$ cat config.mk
export PLATFORM = sky130hd
export DESIGN_NAME = etxu_guard
export DESIGN_NICKNAME = d
export VERILOG_FILES = /design/src/rtl/etxu_pkg.sv /design/src/rtl/etxu_cmd_ctrl.sv /design/src/rtl/etxu_addr_latch.sv /design/src/rtl/etxu_overrun_detect.sv /design/src/rtl/etxu_guard.sv
export SDC_FILE = /design/constraint.sdc
export NUM_CORES = 1
export LEC_CHECK = 0
export ABC_AREA = 0
export BUFFER_PORTS_ARGS = -buffer_cell sky130_fd_sc_hd__buf_2
export CAP_MARGIN = 20
export CORE_MARGIN = 8
export CORE_UTILIZATION = 45
export DETAILED_ROUTE_END_ITERATION = 6
export PLACE_DENSITY = 0.87
export SLEW_MARGIN = 20
export SYNTH_ARGS = -nofsm -noshare
export SYNTH_HDL_FRONTEND = slang
export SYNTH_SLANG_ARGS = --single-unit
$ cat constraint.sdc
create_clock -name clk -period 2.5 [get_ports clk]
set_input_delay 0.5 -clock clk [delete_from_list [all_inputs] [get_ports clk]]
set_output_delay 0.5 -clock clk [all_outputs]
set_load 0.005 [all_outputs]
$ cat src/rtl/etxu_pkg.sv
package etxu_pkg;
  // Command field: bit 1 requests checking on, bit 0 requests it off.
  typedef enum logic [1:0] {
    ETXU_HOLD = 2'b00,
    ETXU_OFF  = 2'b01,
    ETXU_ON   = 2'b10,
    ETXU_BAD  = 2'b11
  } etxu_cmd_e;
endpackage

$ cat src/rtl/etxu_cmd_ctrl.sv
module etxu_cmd_ctrl
  import etxu_pkg::*;
(
  input  logic       clk,
  input  logic       rst_n,
  input  logic       cmd_wr,
  input  logic [1:0] cmd_code,
  output logic       check_on,
  output logic       arm_pulse
);
  etxu_cmd_e code;
  logic      next_on;

  always_comb begin
    code      = etxu_cmd_e'(cmd_code);
    next_on   = check_on;
    arm_pulse = 1'b0;
    if (cmd_wr) begin
      unique case (code)
        ETXU_ON:  begin next_on = 1'b1; arm_pulse = 1'b1; end
        ETXU_OFF: next_on = 1'b0;
        default:  next_on = check_on;
      endcase
    end
  end

  always_ff @(posedge clk or negedge rst_n) begin
    if (!rst_n) check_on <= 1'b0;
    else        check_on <= next_on;
  end

  // the hold code keeps the checking state
  a_r3_hold_keeps: assert property (@(posedge clk) disable iff (!rst_n)
    (cmd_wr && cmd_code == 2'b00) |=> $stable(check_on));
  // the both-ones code is discarded
  a_r4_bad_ignored: assert property (@(posedge clk) disable iff (!rst_n)
    (cmd_wr && cmd_code == 2'b11) |=> $stable(check_on));
  // the turn-on code takes effect next cycle
  a_r1_turn_on: assert property (@(posedge clk) disable iff (!rst_n)
    (cmd_wr && cmd_code == 2'b10) |=> check_on);
  // the turn-off code takes effect next cycle
  a_r2_turn_off: assert property (@(posedge clk) disable iff (!rst_n)
    (cmd_wr && cmd_code == 2'b01) |=> !check_on);
endmodule

$ cat src/rtl/etxu_addr_latch.sv
module etxu_addr_latch #(
  parameter int AW = 16
) (
  input  logic          clk,
  input  logic          rst_n,
  input  logic          clear,
  input  logic          capture,
  input  logic [AW-1:0] addr_in,
  output logic [AW-1:0] addr_q
);
  always_ff @(posedge clk or negedge rst_n) begin
    if (!rst_n)       addr_q <= '0;
    else if (clear)   addr_q <= '0;
    else if (capture) addr_q <= addr_in;
  end

  // a capture without a clear loads the presented address
  a_r5_capture: assert property (@(posedge clk) disable iff (!rst_n)
    (capture && !clear) |=> addr_q == $past(addr_in));
  // a clear empties the latch
  a_r6_clear: assert property (@(posedge clk) disable iff (!rst_n)
    clear |=> addr_q == '0);
endmodule

$ cat src/rtl/etxu_overrun_detect.sv
module etxu_overrun_detect #(
  parameter int AW = 16
) (
  input  logic          clk,
  input  logic          rst_n,
  input  logic          check_on,
  input  logic          rd_valid,
  input  logic          rd_is_desc,
  input  logic [AW-1:0] rd_addr,
  input  logic [AW-1:0] wr_mark,
  input  logic          flush_ack,
  output logic          abort_q,
  output logic          event_q
);
  logic ahead;
  logic trip;

  always_comb begin
    ahead = rd_addr > wr_mark;
    trip  = check_on && rd_valid && !rd_is_desc && ahead;
  end

  always_ff @(posedge clk or negedge rst_n) begin
    if (!rst_n) begin
      abort_q <= 1'b0;
      event_q <= 1'b0;
    end else begin
      event_q <= trip && !abort_q;
      if (trip)           abort_q <= 1'b1;
      else if (flush_ack) abort_q <= 1'b0;
    end
  end

  // an abort only starts from a packet-data read while checking
  a_r8_source: assert property (@(posedge clk) disable iff (!rst_n)
    $rose(abort_q) |-> $past(rd_valid && !rd_is_desc && check_on));
  // the abort only falls after a flush acknowledgement
  a_r9_release: assert property (@(posedge clk) disable iff (!rst_n)
    $fell(abort_q) |-> $past(flush_ack));
  // the event marks exactly the rising cycle of the abort
  a_r10_event_rise: assert property (@(posedge clk) disable iff (!rst_n)
    event_q |-> $rose(abort_q));
endmodule

$ cat src/rtl/etxu_guard.sv
module etxu_guard
  import etxu_pkg::*;
#(
  parameter int AW = 16
) (
  input  logic          clk,
  input  logic          rst_n,
  input  logic          cmd_wr,
  input  logic [1:0]    cmd_code,
  input  logic          hw_valid,
  input  logic [AW-1:0] hw_addr,
  input  logic          dr_valid,
  input  logic [AW-1:0] dr_addr,
  input  logic          dr_is_desc,
  input  logic          flush_ack,
  output logic          tx_abort,
  output logic          urun_evt,
  output logic          txerr_evt
);
  logic          check_on;
  logic          arm_pulse;
  logic [AW-1:0] wr_mark;
  logic          evt;

  etxu_cmd_ctrl u_cmd (
    .clk       (clk),
    .rst_n     (rst_n),
    .cmd_wr    (cmd_wr),
    .cmd_code  (cmd_code),
    .check_on  (check_on),
    .arm_pulse (arm_pulse)
  );

  etxu_addr_latch #(.AW(AW)) u_latch (
    .clk     (clk),
    .rst_n   (rst_n),
    .clear   (arm_pulse),
    .capture (check_on && hw_valid),
    .addr_in (hw_addr),
    .addr_q  (wr_mark)
  );

  etxu_overrun_detect #(.AW(AW)) u_det (
    .clk        (clk),
    .rst_n      (rst_n),
    .check_on   (check_on),
    .rd_valid   (dr_valid),
    .rd_is_desc (dr_is_desc),
    .rd_addr    (dr_addr),
    .wr_mark    (wr_mark),
    .flush_ack  (flush_ack),
    .abort_q    (tx_abort),
    .event_q    (evt)
  );

  assign urun_evt  = evt;
  assign txerr_evt = evt;

  // both reports appear only alongside an active abort
  a_r10_with_abort: assert property (@(posedge clk) disable iff (!rst_n)
    (urun_evt || txerr_evt) |-> tx_abort);
  // descriptor reads never start an abort
  a_r8_desc_quiet: assert property (@(posedge clk) disable iff (!rst_n)
    (dr_valid && dr_is_desc && !tx_abort) |=> !$rose(tx_abort));
endmodule

==> metrics.txt <==
status=completed; Congestion Overflow GR=0; slowest stage delay, CP=approximately 0.48 ns; Area growth, synth to finish=24.4%; max-slew violations=0; Final Cycle Share=0.781; worst hold-check path type=input pin to async pin; wire per inst=15.3 um; max layer used=met4; Initial Util=0.466; sequential cell area fraction in the yosys report=0.419; Worst Tran Pin Value=just under 0.6 ns; clock latency on the worst-skew pair=roughly 0.30 ns; met1 wire length=1050 um; DRC violation count after routing=0; core area=between 2000 and 2500 um2; sw frac=0.325; CTS Buffer Depth=2; share of the synthesized area in the top cell type=0.419; Gate power share=0.355; detailed placement HPWL=2470 um; main area contributors after synthesis=dfrtp_1 (42%), ha_1 (20%), a22o_1 (12%); Top-Level Pins=44; PwrDens=612 nW/um2; hold_ws=0.111 ns; first-pass GRT wire length=4640 um; ratio of cells with drive above 1 in the final layout=0.327; gpl congestion=0.946; R2R depth=7; Yosys reg bits=19; Mean Syn Cell Area=10.3 um2; CP top delay family=simple AND/OR/NAND/NOR gates; Yosys cell types=24; CP max stage cell=or4_4; clock skew=0.00633 ns; vias in the first global route=about 1,100; Die W=66.2 um; final cell count without fillers=around 190; Int Pwr=just under 600 uW; Post-Place Cells=181; Fmax=0.512 GHz; Ys Warns=0; CTS Sinks=19; n_diodes=0; EDFF count, synth=0; area of the die=4380 um2; Resized cells post-CTS=0; P_sw=between 200 and 300 uW; area leader, netlist=dfrtp_1; Reg clk slew, reported paths=around 0.1 ns; Num CTS Buffers=3; CP Launch Type=register; final hold violation count=0; Clk pwr share=0.174; vias=1,018; H-Tree Depth=1; ys async rst share=1.00; DR vias/cell=5.47; endpoint class of the critical path=register; Synth Instances=110; CTS Root Cell=clkbuf_4; remaining antenna violation count=0; CP cell instances=inv_1 > ha_1 > nand4_1 > nor2_1 > or4_4 > a211oi_2 > o22ai_1; Post-CTS Hold Buffers=0; port bufs=43; met3 wire length=248 um; maxcap violations=0; min cycle time layout=approximately 2.0 ns; drt pass-1 iters=4; CP bufs+invs=1; Die Ht=66.2 um; syn nets=approximately 170; Crit Path Class=register to register; ys flop type=dfrtp_1; R2R Path Start=u_latch.addr_q[15]$_DFFE_PN0P_; DRT iter0 DRCs=44; detailed-route wire length=2850 um; synthesized cell area=1130 um2; nets=216; max_slew headroom=0.611; largest net degree at the start of global routing=20; initial antenna violation count=0; Tot Pwr=863 uW; Final Setup Violations=0; Post-CTS Setup Bufs=0; Max FO, Critical Path=4; Flop pwr share=0.470; CTS tree=done; Worst EP required=2.68 ns; std cell rows=18; reg2reg setup slack=0.55 ns; setup_tns=0 ns; RR Endpoint=u_det.abort_q$_DFFE_PN0P_; unrepaired setup endpoints after global routing=false; CP arrival=2.14 ns; LEAKAGE=0.753 nW; met2 WL=between 1000 and 1500 um; gr usage total=0.139; Max VDD drop=between 300 and 400 uV
## power groups by stage
stage	logic, mW	clock network [mW]	registers (mW)
floorplan	0.208	0	0.400
global placement	0.276	0	0.407
detailed placement	0.304	0	0.412
CTS	0.306	0.154	0.405
global route	0.349	0.166	0.414
finish	0.306	0.151	0.406
## area by class of cell
| class | instances | area, um2 |
|---|---|---|
| repair buffers | 45 | 230 |
| inverters | 19 | 71.3 |
| multi-input cells | 69 | 569 |
| flip-flops and latches | 19 | 475 |
| well taps | 30 | 37.5 |
| fillers | 219 | 1020 |
| clock buffers | 4 | 26.3 |
## cells by family (layout without fill, tap and decap cells)
group                    Yosys count  in the layout  share of synthesized area
buffers and inverters             22             68                     0.0784
flip-flops                        19             19                      0.419
adder cells (fa/ha/maj)           18             18                      0.199
AND/OR/NAND/NOR                   19             19                     0.0883
AO/OA/AOI/OAI                     32             32                      0.215
## how the worst max path moves through the flow
stage	from	to	slack, ns	cells after the start
after CTS	u_latch.addr_q[13]$_DFFE_PN0P_	u_det.abort_q$_DFFE_PN0P_	0.57	7
final	u_latch.addr_q[15]$_DFFE_PN0P_	u_det.abort_q$_DFFE_PN0P_	0.55	7
after detailed placement	dr_addr[13]	u_det.abort_q$_DFFE_PN0P_	0.35	7
after global routing	u_latch.addr_q[14]$_DFFE_PN0P_	u_det.abort_q$_DFFE_PN0P_	0.44	7
after global placement	dr_addr[13]	u_det.abort_q$_DFFE_PN0P_	0.44	7
after floorplan	dr_addr[13]	u_det.abort_q$_DFFE_PN0P_	0.57	6
## worst reg2reg max path, stage by stage, from the launching register on
cell and delay [ns]:
dfrtp_1 0.37, inv_1 0.06, ha_1 0.32, nand4_1 0.19, nor2_1 0.09, or4_4 0.48
a211oi_2 0.24, o22ai_1 0.11
## metrics by stage
stage	utilization	setup WS, ns	cell area [um2]
final	0.580	0.547	1410
after global routing	0.580	0.440	1410
after CTS	0.577	0.567	1400
after detailed placement	0.566	0.348	1380
after global placement	0.566	0.437	1380
after floorplan	-	0.573	1130
## cells in the final DEF (no fill, tap or decap)
master,netlist,routed
a211o_1,1,1
and4_1,1,1
a211oi_2,1,1
buf_2,2,43
buf_4,1,2
inv_1,19,19
a21oi_1,7,7
nand4_1,2,2
a22o_1,16,16
nor4_1,1,1
or4_4,1,1
o211ai_1,1,1
dfrtp_1,19,19
o21ai_0,2,2
o21ai_1,1,1
nor3_1,3,3
nand2b_1,1,1
a21boi_2,1,1
ha_1,18,18
clkbuf_1,0,1
o22ai_1,1,1
clkbuf_4,0,3
nor2_1,1,1
nand2_1,8,8
a22oi_1,1,1
nor2b_1,1,1
## cells in the mapped netlist (2+ instances only)
| master | n |
|---|---|
| a22o_1 | 16 |
| nand4_1 | 2 |
| ha_1 | 18 |
| nor3_1 | 3 |
| buf_2 | 2 |
| dfrtp_1 | 19 |
| a21oi_1 | 7 |
| inv_1 | 19 |
| nand2_1 | 8 |
| o21ai_0 | 2 |
## state kept, by name, indices dropped and copies added (netlist names)
register / flops
u_cmd.check_on: 1
u_det.event_q: 1
u_latch.addr_q: 16
u_det.abort_q: 1
## routing by layer
metal,track usage,vias up
met4,0.101,0
met5,0,-
met2,0.241,39
met1,0.139,480
li1,-,490
met3,0.0373,9
Note: power is estimated with default switching activity, not from simulation.
